==> src/rtl/ddr_cmd_pkg.sv <==
package ddr_cmd_pkg;
  typedef enum logic [3:0] {
    CMD_DESEL = 4'd0,
    CMD_NOP   = 4'd1,
    CMD_ACT   = 4'd2,
    CMD_READ  = 4'd3,
    CMD_WRITE = 4'd4,
    CMD_PRE   = 4'd5,
    CMD_PREA  = 4'd6,
    CMD_REF   = 4'd7,
    CMD_OTHER = 4'd8
  } cmd_e;
endpackage

==> src/rtl/ddr_pin_decode.sv <==
module ddr_pin_decode
  import ddr_cmd_pkg::*;
(
  input  logic cs_n,
  input  logic ras_n,
  input  logic cas_n,
  input  logic we_n,
  input  logic cke,
  input  logic a10,
  output cmd_e cmd
);
  always_comb begin
    if (cs_n) begin
      cmd = CMD_DESEL;
    end else begin
      unique case ({ras_n, cas_n, we_n})
        3'b111:  cmd = CMD_NOP;
        3'b011:  cmd = CMD_ACT;
        3'b101:  cmd = CMD_READ;
        3'b100:  cmd = CMD_WRITE;
        3'b010:  cmd = a10 ? CMD_PREA : CMD_PRE;
        3'b001:  cmd = cke ? CMD_REF : CMD_OTHER;
        default: cmd = CMD_OTHER;
      endcase
    end
  end
endmodule

==> src/rtl/ddr_bank_slot.sv <==
module ddr_bank_slot #(
  parameter int ROW_W = 13
) (
  input  logic             clk,
  input  logic             rst_n,
  input  logic             open_en,
  input  logic             close_en,
  input  logic [ROW_W-1:0] row_in,
  output logic             is_open,
  output logic [ROW_W-1:0] row_q
);
  always_ff @(posedge clk) begin
    if (!rst_n) begin
      is_open <= 1'b0;
      row_q   <= '0;
    end else if (close_en) begin
      is_open <= 1'b0;
      row_q   <= '0;
    end else if (open_en) begin
      is_open <= 1'b1;
      row_q   <= row_in;
    end
  end
endmodule

==> src/rtl/ddr_cmd_tracker.sv <==
module ddr_cmd_tracker
  import ddr_cmd_pkg::*;
#(
  parameter int ROW_W  = 13,
  parameter int BANK_W = 2,
  parameter bit COL_X4 = 1'b1,
  localparam int NB    = 1 << BANK_W,
  localparam int COL_W = COL_X4 ? 11 : 10
) (
  input  logic              clk,
  input  logic              rst_n,
  input  logic              cs_n,
  input  logic              ras_n,
  input  logic              cas_n,
  input  logic              we_n,
  input  logic              cke,
  input  logic [BANK_W-1:0] ba,
  input  logic [ROW_W-1:0]  addr,
  output logic [3:0]        cmd_o,
  output logic [BANK_W-1:0] bank_o,
  output logic [ROW_W-1:0]  row_o,
  output logic [COL_W-1:0]  col_o,
  output logic              apre_o,
  output logic              prea_o,
  output logic              err_act_open_o,
  output logic              err_idle_access_o,
  output logic              err_ref_open_o,
  output logic [NB-1:0]     bank_open_o
);
  cmd_e             cmd_d;
  logic [NB-1:0]    open_vec;
  logic [NB-1:0]    open_en;
  logic [NB-1:0]    close_en;
  logic [ROW_W-1:0] row_tab [NB];
  logic [COL_W-1:0] col_sel;

  ddr_pin_decode u_dec (
    .cs_n (cs_n),
    .ras_n(ras_n),
    .cas_n(cas_n),
    .we_n (we_n),
    .cke  (cke),
    .a10  (addr[10]),
    .cmd  (cmd_d)
  );

  generate
    if (COL_X4) begin : g_col_x4
      assign col_sel = {addr[11], addr[9:0]};
    end else begin : g_col_x8
      assign col_sel = addr[9:0];
    end
  endgenerate

  logic tgt_open, any_open, is_acc, act_ok, acc_ok, ap_hit;
  logic err_act, err_idle, err_ref;

  always_comb begin
    tgt_open = open_vec[ba];
    any_open = |open_vec;
    is_acc   = (cmd_d == CMD_READ) || (cmd_d == CMD_WRITE);
    act_ok   = (cmd_d == CMD_ACT) && !tgt_open;
    acc_ok   = is_acc && tgt_open;
    ap_hit   = acc_ok && addr[10];
    err_act  = (cmd_d == CMD_ACT) && tgt_open;
    err_idle = is_acc && !tgt_open;
    err_ref  = (cmd_d == CMD_REF) && any_open;
  end

  generate
    for (genvar i = 0; i < NB; i++) begin : g_bank
      logic hit;
      assign hit         = (ba == BANK_W'(i));
      assign open_en[i]  = act_ok && hit;
      assign close_en[i] = (cmd_d == CMD_PREA) ||
                           (hit && ((cmd_d == CMD_PRE) || ap_hit));
      ddr_bank_slot #(.ROW_W(ROW_W)) u_slot (
        .clk     (clk),
        .rst_n   (rst_n),
        .open_en (open_en[i]),
        .close_en(close_en[i]),
        .row_in  (addr),
        .is_open (open_vec[i]),
        .row_q   (row_tab[i])
      );
    end
  endgenerate

  assign bank_open_o = open_vec;

  logic [BANK_W-1:0] bank_d;
  logic [ROW_W-1:0]  row_d;
  logic [COL_W-1:0]  col_d;

  always_comb begin
    bank_d = '0;
    if (cmd_d == CMD_ACT || is_acc || cmd_d == CMD_PRE) bank_d = ba;
    row_d = '0;
    if (cmd_d == CMD_ACT)  row_d = addr;
    else if (acc_ok)       row_d = row_tab[ba];
    col_d = is_acc ? col_sel : '0;
  end

  always_ff @(posedge clk) begin
    if (!rst_n) begin
      cmd_o             <= CMD_DESEL;
      bank_o            <= '0;
      row_o             <= '0;
      col_o             <= '0;
      apre_o            <= 1'b0;
      prea_o            <= 1'b0;
      err_act_open_o    <= 1'b0;
      err_idle_access_o <= 1'b0;
      err_ref_open_o    <= 1'b0;
    end else begin
      cmd_o             <= cmd_d;
      bank_o            <= bank_d;
      row_o             <= row_d;
      col_o             <= col_d;
      apre_o            <= ap_hit;
      prea_o            <= (cmd_d == CMD_PREA);
      err_act_open_o    <= err_act;
      err_idle_access_o <= err_idle;
      err_ref_open_o    <= err_ref;
    end
  end
endmodule

==> config.mk <==
export PLATFORM = sky130hd
export DESIGN_NAME = ddr_cmd_tracker
export DESIGN_NICKNAME = d
export VERILOG_FILES = /design/src/rtl/ddr_cmd_pkg.sv /design/src/rtl/ddr_pin_decode.sv /design/src/rtl/ddr_bank_slot.sv /design/src/rtl/ddr_cmd_tracker.sv
export SDC_FILE = /design/constraint.sdc
export NUM_CORES = 1
export LEC_CHECK = 0
export BUFFER_PORTS_ARGS = -buffer_cell sky130_fd_sc_hd__buf_2
export CAP_MARGIN = 20
export CORE_ASPECT_RATIO = 0.75
export CORE_MARGIN = 2
export CORE_UTILIZATION = 50
export CTS_CLUSTER_DIAMETER = 30
export DETAILED_ROUTE_END_ITERATION = 10
export HOLD_SLACK_MARGIN = 0.1
export PLACE_DENSITY = 0.75
export REMOVE_ABC_BUFFERS = 1
export SLEW_MARGIN = 30
export SYNTH_ARGS = -nofsm -noshare
export SYNTH_HDL_FRONTEND = slang
export SYNTH_HIERARCHICAL = 1
export SYNTH_SLANG_ARGS = --single-unit
==> constraint.sdc <==
create_clock -name clk -period 2.25 [get_ports clk]
set_input_delay 0.225 -clock clk [delete_from_list [all_inputs] [get_ports clk]]
set_output_delay 0.225 -clock clk [all_outputs]
set_load 0.01 [all_outputs]
==> qor.yml <==
status: "completed"
fin_skew_ps: 10.70
leakagePower_uw: 0.001811
layout_common_cells: "dfxtp_1 (91), nor2_1 (64), buf_2 (60), mux2i_1 (52), buf_4 (33)"
antennaDiodeCount: 0
clkSlewWorstSetupHoldPaths_ps: 90
power.density_nw_per_um2: 689.5
cts_made_buffers: 9
die_x_um: 104.5
area_delta_synth_final_pct: 18.84
grt_usage_pct: 21.32
peakVddDrop_mv: 0.4047
yosys.area.top_type: "dfxtp_1"
avgSynthCellArea_um2: 10.69
dr_total_vias: 2820
critPathBufInv: 2
finalCriticalPeriod_ps: 1984
max_slew.worst_pin.slew_ps: 466.2
grt_max_degree: 37
netlist_instances: 354
min_period_over_period_pct: 88.17
slew_violations: 0
seq_area_frac_synth_pct: 48.13
antenna_found_initial: 0
min_path_type: "input port to flop"
dpl.hpwl_um: 5875
htreeDepth: 3
grt_pass1_vias: 2622
p_total_uw: 3101
arrival_ps: 2240
drtPass1Iterations: 5
path_cells: "buf_2, or4b_1, a21oi_2, and3b_1, o2111ai_1, a21oi_1, nand2b_1, buf_4, nor2_1"
syn_area_um2: 3785
drv_cap: 0
max_stage_delay_ps: 560
io_buffers: 60
cts_root_buf: "clkbuf_8"
cts_tree: "yes"
ios: 61
grt_remaining_overflow: 0
die_area_um2: 8289
crit_slowest_cell: "or4b_1"
synth.area.top_cells: "dfxtp_1 (48%), mux2i_1 (14%), mux4_2 (8.3%)"
setup_viol: 0
critPathMaxFanout: 9
max-slew-margin-rel_pct: 68.92
cp.required_ps: 2510
critPathKind: "input port to flop"
place.gp.congestion: 0.8033
cts_buffer_depth: 2
drt_wl_total_um: 8433
drc: 0
end_kind: "flop"
drtAntennaViolNets: 0
die_height_um: 79.35
ys_warn_count: 6
core_area_um2: 7331
layout-drive-gt1-share_pct: 30.21
instances_no_fill: 538
drt-wirelength-per-cell_um: 15.67
fin_hold_ws_ps: 134.5
final_common_cell: "dfxtp_1"
nets: 454
critPathLaunchType: "input port"
ys_ff_latch: 91
rsz0062_at_grt: "no"
rows: 27
start_util_pct: 51.63
final-hold-violation-count: 0
drtIter0Drc: 195
fmax_mhz: 504.1
ys_types: 35
synth_top_area_share_pct: 48.13
placed_cells: 522
viasPerCell: 5.242
cts_sinks: 91
clk_latency_ps: 370
grt_pass1_wl_um: 13490
critPathTopFamily: "simple AND/OR/NAND/NOR gates"
-- cell usage after synthesis --
master and instances:
o311a_1 1, nor3_1 1, buf_6 7, a2111oi_0 1, o22ai_1 13, nor3b_1 1
mux2i_1 52, o21ai_0 2, clkbuf_1 3, inv_1 5, and2_1 16, o21a_1 1
nor2b_1 4, mux4_2 14, o2111ai_1 1, nor2_1 64, or4b_1 2, buf_1 1
a22oi_1 1, buf_4 2, buf_2 10, nor4_1 1, nor4bb_1 1, a21oi_1 10
and3b_1 1, buf_12 4, nand3_1 14, o211ai_2 1, nor4_2 4, xor2_1 2
and3_1 3, dfxtp_1 91, and4bb_2 1, nand2_1 15, nand2b_1 4
-- metrics by stage --
step	TNS (ps)	instance area, µm²	utilization (%)	worst slack, ps
2_1_floorplan	-102290	3546	-	-1722
3_3_place_gp	-7536	4277	58.34	-160.4
3_5_place_dp	-10910	4277	58.34	-226.1
4_1_cts	0	4489	61.24	161.6
5_1_grt	0	4498	61.36	71.40
6_report	0	4498	61.36	266.1
-- flip-flops by register name (all words and copies together), names as in the netlist --
| signal | count |
|---|---|
| row_o | 13 |
| apre_o | 1 |
| err_idle_access_o | 1 |
| cmd_o | 4 |
| g_bank.u_slot/row_q | 52 |
| col_o | 11 |
| err_ref_open_o | 1 |
| bank_o | 2 |
| prea_o | 1 |
| g_bank.u_slot/is_open | 4 |
| err_act_open_o | 1 |
-- routing by layer --
layer | GRT usage (%) | share of wire [%] | vias to the layer above
met1 | 27.98 | 46 | 1338
met4 | 7.432 | 1.1 | 0
met5 | 0 | 0 | -
li1 | - | - | 1383
met3 | 5.501 | 6.3 | 8
met2 | 34.38 | 47 | 91
-- worst register-to-register path, stage by stage, from the launching register on --
cell and delay [ps]:
dfxtp_1 390, mux4_2 550, o2111ai_1 180, a21oi_1 130
nand2b_1 200, buf_4 180, nor2_1 120
-- path summary, 6_finish.rpt --
path	from	end	slack, ps	cells after the start
worst min-delay path	addr[11]	col_o[10]	130	2
worst min register to register	g_bank[3].u_slot/row_q[0]	g_bank[3].u_slot/row_q[0]	500	2
worst max register to register	g_bank[3].u_slot/is_open	g_bank[0].u_slot/row_q[12]	450	6
worst max-delay path	ras_n	g_bank[1].u_slot/row_q[1]	270	9
-- cell families after synthesis --
group	after synthesis	share of synthesized area, %
buf+inv	32	6.810
simple gates	132	17.32
mux	66	22.08
compound gates	31	5.190
flops	91	48.13
xor+xnor	2	0.4629
-- area by class of cell --
cell class,instances,area (µm²)
multi-input cells,231,1750
repair buffers,94,568.0
fillers,621,2833
well taps,101,126.4
flip-flops and latches,91,1822
clock inverters,5,61.31
inverters,5,18.77
clock buffers,11,151.4
-- power by group --
part,switching (µW),internal (µW),total (µW)
clock network,569,577,1150
registers,14.1,1640,1650
logic,173,127,300
total,757,2340,3100
-- repair_timing --
item                       CTS  global route
setup endpoints to repair    0            16
hold buffers                 0             0
resized for setup            0             2
setup buffers                0             0
(Power assumes the default switching activity.)
